## src/rtl/sb_pkg.sv

```systemverilog
package sb_pkg;
  localparam int NFU  = 4;
  localparam int UW   = 2;
  localparam int RW   = 6;
  localparam int NREG = 1 << RW;
  localparam int NCLS = 5;

  typedef enum logic [2:0] {
    OP_ALU  = 3'd0,
    OP_LD   = 3'd1,
    OP_SD   = 3'd2,
    OP_FADD = 3'd3,
    OP_FMUL = 3'd4,
    OP_FDIV = 3'd5
  } op_e;

  function automatic logic [UW-1:0] unit_of(input logic [2:0] op);
    case (op)
      3'd3:    return 2'd1;
      3'd4:    return 2'd2;
      3'd5:    return 2'd3;
      default: return 2'd0;
    endcase
  endfunction

  function automatic logic [2:0] lat_cls_of(input logic [2:0] op);
    case (op)
      3'd1, 3'd2: return 3'd0;
      3'd3:       return 3'd2;
      3'd4:       return 3'd3;
      3'd5:       return 3'd4;
      default:    return 3'd1;
    endcase
  endfunction
endpackage

```

## src/rtl/sb_lat_cfg.sv

```systemverilog
module sb_lat_cfg #(
  parameter int LATW    = 7,
  parameter int LAT_MAX = 100
) (
  input  logic                            clk,
  input  logic                            rst_n,
  input  logic                            lock,
  input  logic                            cfg_we,
  input  logic [2:0]                      cfg_sel,
  input  logic [LATW-1:0]                 cfg_val,
  output logic [sb_pkg::NCLS*LATW-1:0]    lat_flat
);
  import sb_pkg::*;

  function automatic logic [LATW-1:0] boot_lat(input int i);
    case (i)
      2:       return LATW'(2);
      3:       return LATW'(10);
      4:       return LATW'(40);
      default: return LATW'(1);
    endcase
  endfunction

  logic [LATW-1:0] lat_q [NCLS];
  logic            wr_ok;

  assign wr_ok = cfg_we && !lock && (cfg_val != '0) &&
                 (cfg_val <= LATW'(LAT_MAX)) && (int'(cfg_sel) < NCLS);

  always_ff @(posedge clk or negedge rst_n) begin
    if (!rst_n) begin
      for (int i = 0; i < NCLS; i++) lat_q[i] <= boot_lat(i);
    end else if (wr_ok) begin
      lat_q[cfg_sel] <= cfg_val;
    end
  end

  for (genvar i = 0; i < NCLS; i++) begin : g_flat
    assign lat_flat[i*LATW +: LATW] = lat_q[i];
  end

  AST_LAT_LOCKED: assert property (@(posedge clk) disable iff (!rst_n)
    lock |=> $stable(lat_flat)) else $error("latency changed during run");
endmodule

```

## src/rtl/sb_regstat.sv

```systemverilog
module sb_regstat (
  input  logic                          clk,
  input  logic                          rst_n,
  input  logic                          clr,
  input  logic                          set_en,
  input  logic [sb_pkg::RW-1:0]         set_idx,
  input  logic [sb_pkg::UW-1:0]         set_unit,
  input  logic [sb_pkg::NFU-1:0]        rel_en,
  input  logic [sb_pkg::NFU*sb_pkg::RW-1:0] rel_idx,
  input  logic [sb_pkg::RW-1:0]         look_a,
  input  logic [sb_pkg::RW-1:0]         look_b,
  input  logic [sb_pkg::RW-1:0]         look_c,
  output logic                          pend_a,
  output logic                          pend_b,
  output logic                          pend_c,
  output logic [sb_pkg::UW-1:0]         own_b,
  output logic [sb_pkg::UW-1:0]         own_c
);
  import sb_pkg::*;

  logic [NREG-1:0] pend_q;
  logic [UW-1:0]   own_q [NREG];

  always_ff @(posedge clk or negedge rst_n) begin
    if (!rst_n) begin
      pend_q <= '0;
      for (int i = 0; i < NREG; i++) own_q[i] <= '0;
    end else if (clr) begin
      pend_q <= '0;
    end else begin
      for (int u = 0; u < NFU; u++)
        if (rel_en[u]) pend_q[rel_idx[u*RW +: RW]] <= 1'b0;
      if (set_en) begin
        pend_q[set_idx] <= 1'b1;
        own_q[set_idx]  <= set_unit;
      end
    end
  end

  assign pend_a = pend_q[look_a];
  assign pend_b = pend_q[look_b];
  assign pend_c = pend_q[look_c];
  assign own_b  = own_q[look_b];
  assign own_c  = own_q[look_c];

  AST_NO_DOUBLE_CLAIM: assert property (@(posedge clk) disable iff (!rst_n)
    (set_en && !clr) |-> !pend_q[set_idx]) else $error("second writer claimed register");
endmodule

```

## src/rtl/sb_fu_slot.sv

```systemverilog
module sb_fu_slot #(
  parameter int CW   = 16,
  parameter int TAGW = 4,
  parameter int LATW = 7
) (
  input  logic                     clk,
  input  logic                     rst_n,
  input  logic                     clr,
  input  logic                     adv,
  input  logic [CW-1:0]            cyc,
  input  logic                     iss_en,
  input  logic [sb_pkg::RW-1:0]    iss_fi,
  input  logic [sb_pkg::RW-1:0]    iss_fj,
  input  logic [sb_pkg::RW-1:0]    iss_fk,
  input  logic                     iss_fi_en,
  input  logic                     iss_fk_en,
  input  logic [sb_pkg::UW-1:0]    iss_qj,
  input  logic [sb_pkg::UW-1:0]    iss_qk,
  input  logic                     iss_rj,
  input  logic                     iss_rk,
  input  logic [TAGW-1:0]          iss_tag,
  input  logic [LATW-1:0]          iss_lat,
  input  logic [sb_pkg::NFU-1:0]   wr_bcast,
  input  logic                     war_block,
  output logic                     busy,
  output logic                     wr_fire,
  output logic [sb_pkg::RW-1:0]    fi,
  output logic                     fi_en,
  output logic [sb_pkg::RW-1:0]    fj,
  output logic [sb_pkg::RW-1:0]    fk,
  output logic                     watch_j,
  output logic                     watch_k,
  output logic [TAGW-1:0]          tag,
  output logic [CW-1:0]            iss_c,
  output logic [CW-1:0]            rd_c,
  output logic [CW-1:0]            ex_c
);
  import sb_pkg::*;

  typedef enum logic [1:0] {ST_IDLE, ST_RD, ST_EX, ST_WR} st_e;

  st_e             st;
  logic            fk_en, rj, rk;
  logic [UW-1:0]   qj, qk;
  logic [LATW-1:0] lat_q, cnt;
  logic            rd_fire;

  assign busy    = (st != ST_IDLE);
  assign rd_fire = adv && (st == ST_RD) && rj && rk;
  assign wr_fire = adv && (st == ST_WR) && !war_block;
  assign watch_j = (st == ST_RD) && rj;
  assign watch_k = (st == ST_RD) && fk_en && rk;

  always_ff @(posedge clk or negedge rst_n) begin
    if (!rst_n) begin
      st <= ST_IDLE; fi <= '0; fj <= '0; fk <= '0; fi_en <= 1'b0; fk_en <= 1'b0;
      qj <= '0; qk <= '0; rj <= 1'b0; rk <= 1'b0; tag <= '0; lat_q <= '0;
      cnt <= '0; iss_c <= '0; rd_c <= '0; ex_c <= '0;
    end else if (clr) begin
      st <= ST_IDLE;
    end else if (adv) begin
      case (st)
        ST_IDLE: if (iss_en) begin
          st <= ST_RD; fi <= iss_fi; fj <= iss_fj; fk <= iss_fk;
          fi_en <= iss_fi_en; fk_en <= iss_fk_en; qj <= iss_qj; qk <= iss_qk;
          rj <= iss_rj; rk <= iss_rk; tag <= iss_tag; lat_q <= iss_lat; iss_c <= cyc;
        end
        ST_RD: begin
          if (rd_fire) begin
            st <= ST_EX; rd_c <= cyc; cnt <= lat_q;
          end
          for (int w = 0; w < NFU; w++) begin
            if (wr_bcast[w] && !rj && qj == UW'(w)) rj <= 1'b1;
            if (wr_bcast[w] && !rk && qk == UW'(w)) rk <= 1'b1;
          end
        end
        ST_EX: begin
          if (cnt <= LATW'(1)) begin
            st <= ST_WR; ex_c <= cyc;
          end else begin
            cnt <= cnt - LATW'(1);
          end
        end
        default: if (!war_block) st <= ST_IDLE;
      endcase
    end
  end

  AST_ISSUE_FREE: assert property (@(posedge clk) disable iff (!rst_n)
    (iss_en && adv) |-> (st == ST_IDLE)) else $error("issue into busy unit");
  AST_READ_LATER: assert property (@(posedge clk) disable iff (!rst_n)
    rd_fire |-> (cyc > iss_c)) else $error("read in issue cycle");
  AST_EXEC_SPAN: assert property (@(posedge clk) disable iff (!rst_n)
    (adv && st == ST_EX && cnt <= LATW'(1)) |-> ((cyc - rd_c) == CW'(lat_q)))
    else $error("execution span wrong");
  AST_WRITE_LATER: assert property (@(posedge clk) disable iff (!rst_n)
    wr_fire |-> (cyc > ex_c)) else $error("write in execute cycle");
endmodule

```

## src/rtl/sb_sched.sv

```systemverilog
module sb_sched #(
  parameter int CW      = 16,
  parameter int TAGW    = 4,
  parameter int LATW    = 7,
  parameter int LAT_MAX = 100
) (
  input  logic                  clk,
  input  logic                  rst_n,
  input  logic                  clr,
  input  logic                  in_valid,
  output logic                  in_ready,
  input  logic [2:0]            in_op,
  input  logic [5:0]            in_dst,
  input  logic [5:0]            in_src1,
  input  logic [5:0]            in_src2,
  input  logic                  in_last,
  input  logic                  cfg_we,
  input  logic [2:0]            cfg_sel,
  input  logic [LATW-1:0]       cfg_val,
  output logic [3:0]            rec_valid,
  input  logic                  rec_ready,
  output logic [4*TAGW-1:0]     rec_tag,
  output logic [4*CW-1:0]       rec_iss,
  output logic [4*CW-1:0]       rec_rd,
  output logic [4*CW-1:0]       rec_ex,
  output logic [4*CW-1:0]       rec_wr,
  output logic                  done
);
  import sb_pkg::*;

  logic              adv, issue, has_dst, k_en, started_q, last_q, lock;
  logic [UW-1:0]     unit, own_j, own_k;
  logic              pend_d, pend_j, pend_k, iss_rj, iss_rk;
  logic [CW-1:0]     cyc;
  logic [TAGW-1:0]   tag_q;
  logic [2:0]        lcls;
  logic [NCLS*LATW-1:0] lat_flat;
  logic [LATW-1:0]   iss_lat;
  logic [NFU-1:0]    busy, wr_fire, fi_en, watch_j, watch_k, war;
  logic [RW-1:0]     fi [NFU];
  logic [RW-1:0]     fj [NFU];
  logic [RW-1:0]     fk [NFU];
  logic [TAGW-1:0]   s_tag [NFU];
  logic [CW-1:0]     s_iss [NFU];
  logic [CW-1:0]     s_rd  [NFU];
  logic [CW-1:0]     s_ex  [NFU];
  logic [NFU*RW-1:0] rel_idx;

  assign adv     = rec_ready || (rec_valid == '0);
  assign unit    = unit_of(in_op);
  assign has_dst = (in_op != OP_SD);
  assign k_en    = (in_op != OP_LD);
  assign lcls    = lat_cls_of(in_op);
  assign iss_lat = lat_flat[lcls*LATW +: LATW];
  assign in_ready = adv && !clr && !busy[unit] && !(has_dst && pend_d);
  assign issue    = in_valid && in_ready;
  assign iss_rj   = !pend_j || wr_fire[own_j];
  assign iss_rk   = !k_en || !pend_k || wr_fire[own_k];
  assign done     = last_q && (busy == '0);
  assign lock     = started_q && !done;

  sb_lat_cfg #(.LATW(LATW), .LAT_MAX(LAT_MAX)) u_lat (
    .clk(clk), .rst_n(rst_n), .lock(lock), .cfg_we(cfg_we), .cfg_sel(cfg_sel),
    .cfg_val(cfg_val), .lat_flat(lat_flat));

  sb_regstat u_rstat (
    .clk(clk), .rst_n(rst_n), .clr(clr),
    .set_en(issue && has_dst), .set_idx(in_dst), .set_unit(unit),
    .rel_en(wr_fire & fi_en), .rel_idx(rel_idx),
    .look_a(in_dst), .look_b(in_src1), .look_c(in_src2),
    .pend_a(pend_d), .pend_b(pend_j), .pend_c(pend_k), .own_b(own_j), .own_c(own_k));

  always_comb begin
    for (int u = 0; u < NFU; u++) begin
      war[u] = 1'b0;
      for (int v = 0; v < NFU; v++)
        if (v != u && fi_en[u] &&
            ((watch_j[v] && fj[v] == fi[u]) || (watch_k[v] && fk[v] == fi[u])))
          war[u] = 1'b1;
    end
  end

  for (genvar u = 0; u < NFU; u++) begin : g_fu
    logic           rv_q;
    logic [TAGW-1:0] rt_q;
    logic [CW-1:0]  ri_q, rr_q, re_q, rw_q;

    sb_fu_slot #(.CW(CW), .TAGW(TAGW), .LATW(LATW)) u_slot (
      .clk(clk), .rst_n(rst_n), .clr(clr), .adv(adv), .cyc(cyc),
      .iss_en(issue && unit == UW'(u)), .iss_fi(in_dst), .iss_fj(in_src1),
      .iss_fk(in_src2), .iss_fi_en(has_dst), .iss_fk_en(k_en),
      .iss_qj(own_j), .iss_qk(own_k), .iss_rj(iss_rj), .iss_rk(iss_rk),
      .iss_tag(tag_q), .iss_lat(iss_lat), .wr_bcast(wr_fire), .war_block(war[u]),
      .busy(busy[u]), .wr_fire(wr_fire[u]), .fi(fi[u]), .fi_en(fi_en[u]),
      .fj(fj[u]), .fk(fk[u]), .watch_j(watch_j[u]), .watch_k(watch_k[u]),
      .tag(s_tag[u]), .iss_c(s_iss[u]), .rd_c(s_rd[u]), .ex_c(s_ex[u]));

    always_ff @(posedge clk or negedge rst_n) begin
      if (!rst_n) begin
        rv_q <= 1'b0; rt_q <= '0; ri_q <= '0; rr_q <= '0; re_q <= '0; rw_q <= '0;
      end else if (clr) begin
        rv_q <= 1'b0;
      end else if (adv) begin
        rv_q <= wr_fire[u];
        if (wr_fire[u]) begin
          rt_q <= s_tag[u]; ri_q <= s_iss[u]; rr_q <= s_rd[u]; re_q <= s_ex[u]; rw_q <= cyc;
        end
      end
    end

    assign rel_idx[u*RW +: RW]   = fi[u];
    assign rec_valid[u]          = rv_q;
    assign rec_tag[u*TAGW +: TAGW] = rt_q;
    assign rec_iss[u*CW +: CW]   = ri_q;
    assign rec_rd[u*CW +: CW]    = rr_q;
    assign rec_ex[u*CW +: CW]    = re_q;
    assign rec_wr[u*CW +: CW]    = rw_q;
  end

  always_ff @(posedge clk or negedge rst_n) begin
    if (!rst_n) begin
      cyc <= CW'(1); tag_q <= '0; started_q <= 1'b0; last_q <= 1'b0;
    end else if (clr) begin
      cyc <= CW'(1); tag_q <= '0; started_q <= 1'b0; last_q <= 1'b0;
    end else if (adv) begin
      cyc <= cyc + CW'(1);
      if (issue) begin
        tag_q     <= tag_q + TAGW'(1);
        started_q <= 1'b1;
        if (in_last) last_q <= 1'b1;
      end
    end
  end

  AST_REC_HOLD: assert property (@(posedge clk) disable iff (!rst_n)
    ((rec_valid != '0) && !rec_ready && !clr) |=>
      ($stable(rec_valid) && $stable(rec_wr) && $stable(rec_tag)))
    else $error("record changed while stalled");
  AST_FROZEN_CYCLE: assert property (@(posedge clk) disable iff (!rst_n)
    (!adv && !clr) |=> $stable(cyc)) else $error("cycle moved while frozen");
endmodule

```

## config.mk

```make
export PLATFORM = sky130hd
export DESIGN_NAME = sb_sched
export DESIGN_NICKNAME = d
export VERILOG_FILES = /design/src/rtl/sb_pkg.sv /design/src/rtl/sb_lat_cfg.sv /design/src/rtl/sb_regstat.sv /design/src/rtl/sb_fu_slot.sv /design/src/rtl/sb_sched.sv
export SDC_FILE = /design/constraint.sdc
export NUM_CORES = 2
export LEC_CHECK = 0
export BUFFER_PORTS_ARGS = -buffer_cell sky130_fd_sc_hd__buf_2
export CAP_MARGIN = 10
export CORE_MARGIN = 2
export CORE_UTILIZATION = 50
export CTS_CLUSTER_DIAMETER = 60
export CTS_CLUSTER_SIZE = 25
export DETAILED_ROUTE_END_ITERATION = 7
export PLACE_DENSITY_LB_ADDON = 0.08
export SLEW_MARGIN = 20
export SYNTH_ARGS = -nofsm -noshare
export SYNTH_HDL_FRONTEND = slang
export SYNTH_HIERARCHICAL = 1
export SYNTH_SLANG_ARGS = --single-unit
```

## constraint.sdc

```tcl
create_clock -name clk -period 10.21 [get_ports clk]
set_clock_uncertainty 0.1 [all_clocks]
set_input_delay 2.042 -clock clk [delete_from_list [all_inputs] [get_ports clk]]
set_output_delay 2.042 -clock clk [all_outputs]
set_load 0.05 [all_outputs]
```

-- Word-level counts from Yosys, hierarchy flattened
Index checks and enable logic that the tools add are counted.
- word-level logic and storage cells: 742
- flip-flop bits (word level): 901
- output and inout port bits: 278
- input port bits: 38
- bitwise logic cells: 15
- shift operators: 1
- $add $sub $neg: 6
- $mul: 1
- equal/unequal tests: 106
- magnitude comparators: 27
- muxes and demuxes: 166
- reductions and logical operators: 258
- operators by type and width (operator ; number):
    64-bit two-way mux ; 10
    64-bit bitwise AND ; 4
    64-bit inverter ; 4
    1-bit logical AND ; 155
    6-bit == test ; 24
    128-bit bitwise mux ; 1
    5-bit AND reduction ; 16
    1-bit two-way mux ; 78
    64-bit bitwise OR ; 1
    7-bit two-way mux ; 9
    5-bit inequality test, second input constant ; 12
    2-bit two-way mux ; 29
    7-bit one-hot mux with 2 select lines ; 4
    2-bit == test, second input constant ; 26
    6-bit by 7-bit < comparator with 1-bit output, second input constant ; 7
    4-bit AND reduction ; 12
    3-bit by 2-bit inequality test with 1-bit output, second input constant ; 13
    35-bit bitwise mux ; 1
    35-bit by 7-bit indexed part select with 7-bit output ; 1
    16-bit two-way mux ; 2
    1-bit demux with 6-bit select ; 5
    6-bit by 1-bit greater-or-equal comparator with 1-bit output, second input constant ; 5
    2-bit one-hot mux with 3 select lines ; 5
    2-bit nonzero test ; 15
    39 further kinds ; 141

-- Depth between registers and ports, before layout
- depth in word-level cells: 26
- gate-level depth with buffers: 16
- depth with buffers taken out: 13

-- Modules after synthesis
The synthesis kept the hierarchy.
- modules (own cells, without submodules) (module ; area each (um^2) ; times used ; cells each):
    sb_fu_slot ; 4002.6 ; 4 ; 279
    sb_sched ; 14138.6 ; 1 ; 1036
    sb_regstat ; 12979.9 ; 1 ; 1182
    sb_lat_cfg ; 1435.1 ; 1 ; 87

-- Least setup slack after synthesis
OpenSTA, ideal clock, no wires.
- kind: input to output
- start point: in in_dst[2]
- end point: out in_ready
- stages on the path: 7
- data arrival time: 4.242 ns
- path slack: 3.826 ns
- cell sequence: clkbuf_1 mux4_2 mux4_2 or2_1 a32o_1 a2bb2oi_1 a211oi_4
- word-level cells in the longest chain between the ends: 5
- ends and longest elaborated chain (element ; line ; text):
    from (decl) ; sb_sched.sv:13 ; input logic [5:0] in_dst,
    1-bit binary-select mux with 6-bit select ; sb_regstat.sv:40 ; assign pend_a = pend_q[look_a];
    1-bit two-way mux (not written as such) ; sb_regstat.sv:40 ;
    via pend_d ; sb_sched.sv:33 ; logic pend_d, pend_j, pend_k, iss_rj, iss_rk;
    1-bit logical AND ; sb_sched.sv:55 ; assign in_ready = adv && !clr && !busy[unit] && !(has_dst && pend_d);
    1-bit logical NOT ; sb_sched.sv:55 ;
    1-bit logical AND ; sb_sched.sv:55 ;
    to (decl) ; sb_sched.sv:11 ; output logic in_ready,
The timed path passes the listed nets, and every way through them passes these cells. The select of a mux whose other input is x is not followed.

-- Worst setup path in the final report
- start point: in in_dst[1]
- end point: out in_ready
The elaborated chain is that of the path after synthesis.

==> summary.txt <==
Drt
  • Post-detailed-route count of antenna-violating nets: 0
  • DRC: 0
  • Vias per cell: about 6.3
  • Vias: a little over 30,000
  • Routed wire per std cell: about 29 um
  • DRT Pass-1 Iters: 6
  • Initial DRC Count: about 2,700
  • WL final: 139 mm

Cells and area
  • Share of layout cells above drive strength 1: between 30% and 40%
  • Nets: between 3,000 and 4,000
  • P&R area growth vs syn: 11.5%
  • Fillers: between 7,000 and 8,000

STA
  • Number of setup violations in the final report: 0
  • Max Fclk: between 0.1 and 0.15 GHz
  • Final Hold Slack: 381 ps
  • Max_slew headroom: approximately a quarter
  • Minimum clock period: just over 7000 ps
  • Hold Vio Cnt, Final: 0
  • Setup TNS: 0 ps
  • Pins over their slew limit: 0
  • Period utilization: around 70%
  • RSZ-0062 raised after global routing: false
  • Worst Tran Pin Value: roughly 1100 ps

Critical path
  • WS Path Type: input port to output port
  • Critical Path Slowest Stage Cell: mux4_1
  • Critical path's top delay family: multiplexers
  • Worst path max stage delay: approximately 660 ps
  • Crit-path most repeated cell: buf_2
  • CP Cell Sequence: buf_2, mux4_1, mux4_2, or2_1, a32o_1, a2bb2oi_1, a211oi_4, buf_2
  • Crit path buf inv count: 2
  • Critical Path Sink Type: output port
  • Worst Setup Start Kind: input port
  • Critical path required time: between 8000 and 9000 ps
  • CP max FO: 22
  • Crit path arrival time: roughly 5000 ps

CTS
  • Post-cts resize count: 0
  • Clk_lat worst skew: 660 ps
  • CTS H-tree lvls: 3
  • CTS Buffer Depth: 3
  • Clk Tree Root Cell: clkbuf_16
  • Clk pin slew, worst setup/hold paths: about 90 ps
  • CTS Buf Count: 76
  • Post CTS Setup Buffer Count: 0
  • Cts hold-fix bufs: 0
  • Sink Count: between 900 and 1,000
  • CTS tree: done

Synth
  • EDFF count, synth: 0
  • Yosys warns: 6
  • Syn Nets: 3,485
  • Synthesized flop and latch total: 901
  • Syn Area/Cell: 13.0 um^2
  • Mapped Cells: between 3,000 and 4,000
  • Top_reg_cell synth: dfrtp_1
  • Mapped cell area: between 40,000 and 50,000 um^2
  • Asr flop ratio synth: between 90% and 100%
  • Sequential area share after synthesis: 50.6%
  • Synth unique cells: between 90 and 100

Global routing
  • First-pass GRT wire length: about 210 mm
  • Largest net degree at the start of global routing: roughly 170
  • GRT overflow: 0
  • Initial antenna violation count: 8
  • Global Route Usage Sum: a little under a third
  • Vias in the first global route: between 30,000 and 40,000

Power and ir drop
  • PD cells: roughly 190 nW/um^2
  • Worst IR Drop VDD: about 150 uV
  • P_leak: between 20 and 25 nW

Floorplanning
  • Core Rows: 109
  • Die area: 91,500 um^2
  • Chip Width: approximately 300 um
  • Core Area: 88,400 um^2
  • Starting Density: about half
  • Chip Height: between 300 and 400 um
  • Top Ports: roughly 320

Job
  • Max cap viols: 0

Placement
  • # port buffers: between 300 and 400
  • Gpl congestion: around 0.99
  • DP HPWL: around 92 mm

Run status
  • Status: completed

Hold path
  • Hold WC Path Type: register to register
## cell usage after synthesis, types with 26 or more instances
cell / count / area [um^2]
mux2i_1: 34 / 340
buf_2: 56 / 280
clkbuf_1: 108 / 405
o21ai_0: 27 / 135
ha_1: 26 / 325
xor2_1: 77 / 674
nor2_1: 237 / 890
a21oi_1: 44 / 220
xnor2_1: 76 / 666
inv_1: 49 / 184
nand2b_1: 47 / 294
nand3_1: 53 / 265
nand2_1: 146 / 548
dfrtp_1: 893 / 22300
nor3_1: 36 / 180
mux4_2: 109 / 2450
mux2_4: 121 / 1820
o41ai_1: 42 / 368
mux2_2: 662 / 7450
nor4_1: 28 / 175
o22ai_1: 77 / 482
nand4_1: 37 / 231
## sequential cells by signal, indices dropped and copies added, names as in the netlist, 28 cells and up
register and cells:
g_fu.re_q 64, g_fu.ri_q 64, g_fu.rr_q 64, g_fu.rw_q 64
g_fu.u_slot/cnt 28, g_fu.u_slot/ex_c 64, g_fu.u_slot/iss_c 64, g_fu.u_slot/lat_q 28
g_fu.u_slot/rd_c 64, u_lat/lat_flat 35, u_rstat/own_q 128, u_rstat/pend_q 64
## layer usage
| layer | wire (um) | GRT usage [%] |
|---|---|---|
| met1 | 59000 | 41.3 |
| met2 | 64100 | 47.1 |
| met3 | 10200 | 5.77 |
| met4 | 5750 | 12.8 |
| met5 | 68 | 0.362 |
## cells by family after synthesis
| family | share of synthesized area, % |
|---|---|
| adders and majority gates | 0.730 |
| AOI/OAI and AO/OA | 6.14 |
| DFF | 50.6 |
| muxes | 27.5 |
| and+or+nand+nor | 9.05 |
| xor gates and xnor gates | 3.01 |
| buffers and inverters | 2.96 |
## worst reg2reg max path, stage by stage (launching register included)
cell     delay [ps]
dfrtp_1         980
xnor2_1         170
nand4_1         140
nor4_1           50
or4_1           630
o31a_1          320
and3b_1         730
and2_1          440
nand4_1         760
or2_2           600
a41o_1          230
## placed cells by master (no fill, tap or decap), drive strengths merged, types with 38 or more instances in the layout
master / instances
dfrtp: 893
xnor2: 76
nand2b: 47
nand4: 38
nor2: 241
inv: 75
mux2: 783
buf: 363
nand3: 54
o22ai: 77
o41ai: 42
clkbuf: 86
mux4: 116
a21oi: 44
nand2: 151
xor2: 77
## power breakdown
group | internal (W) | switching (W) | total (W)
clock network | 0.00157 | 0.00157 | 0.00314
registers | 0.00393 | 0.000597 | 0.00453
logic | 0.000754 | 0.000905 | 0.00166
## through the flow
stage / total power, W / utilization [%] / area, um^2 / std cells / setup slack, ps
6_report: 0.00933 / 56.2 / 49700 / 4876 / 3050
3_3_place_gp: 0.00613 / 53.1 / 46900 / 4730 / 3170
3_5_place_dp: 0.00621 / 53.1 / 46900 / 4730 / 3060
5_1_grt: 0.00973 / 56.2 / 49700 / 4871 / 2970
2_1_floorplan: 0.00562 / - / 44600 / 3421 / 3830
4_1_cts: 0.00935 / 56.1 / 49600 / 4870 / 3050
## cell type report
cell class	instances	area, um^2	area share, %
Sequential cell	901	22600	45.4
Inverter	52	195	0.393
Clock inverter	54	718	1.45
Multi-Input combinational cell	2250	20700	41.7
Timing Repair Buffer	363	2010	4.05
Antenna cell	5	12.5	0.0252
Clock buffer	86	1990	4.01
Tap cell	1165	1460	2.93
## worst paths after layout
check	startpoint	endpoint	slack [ps]	cells after the start
max reg2reg	g_fu[3].u_slot/fi[3]$_DFFE_PN0P_	u_rstat/pend_q[47]$_DFF_PN0_	4960	10
min in group asynchronous	rst_n	g_fu[2].u_slot/ex_c[8]$_DFFE_PN0P_	1270	1
min	g_fu[1].u_slot/iss_c[3]$_DFFE_PN0P_	g_fu[1].ri_q[3]$_DFFE_PN0P_	380	1
max	in_dst[1]	in_ready	3050	8
min reg2reg	g_fu[1].u_slot/iss_c[3]$_DFFE_PN0P_	g_fu[1].ri_q[3]$_DFFE_PN0P_	380	1
max in group asynchronous	rst_n	u_rstat/pend_q[2]$_DFF_PN0_	6590	3
No activity file was read; power rests on OpenSTA's default activity.
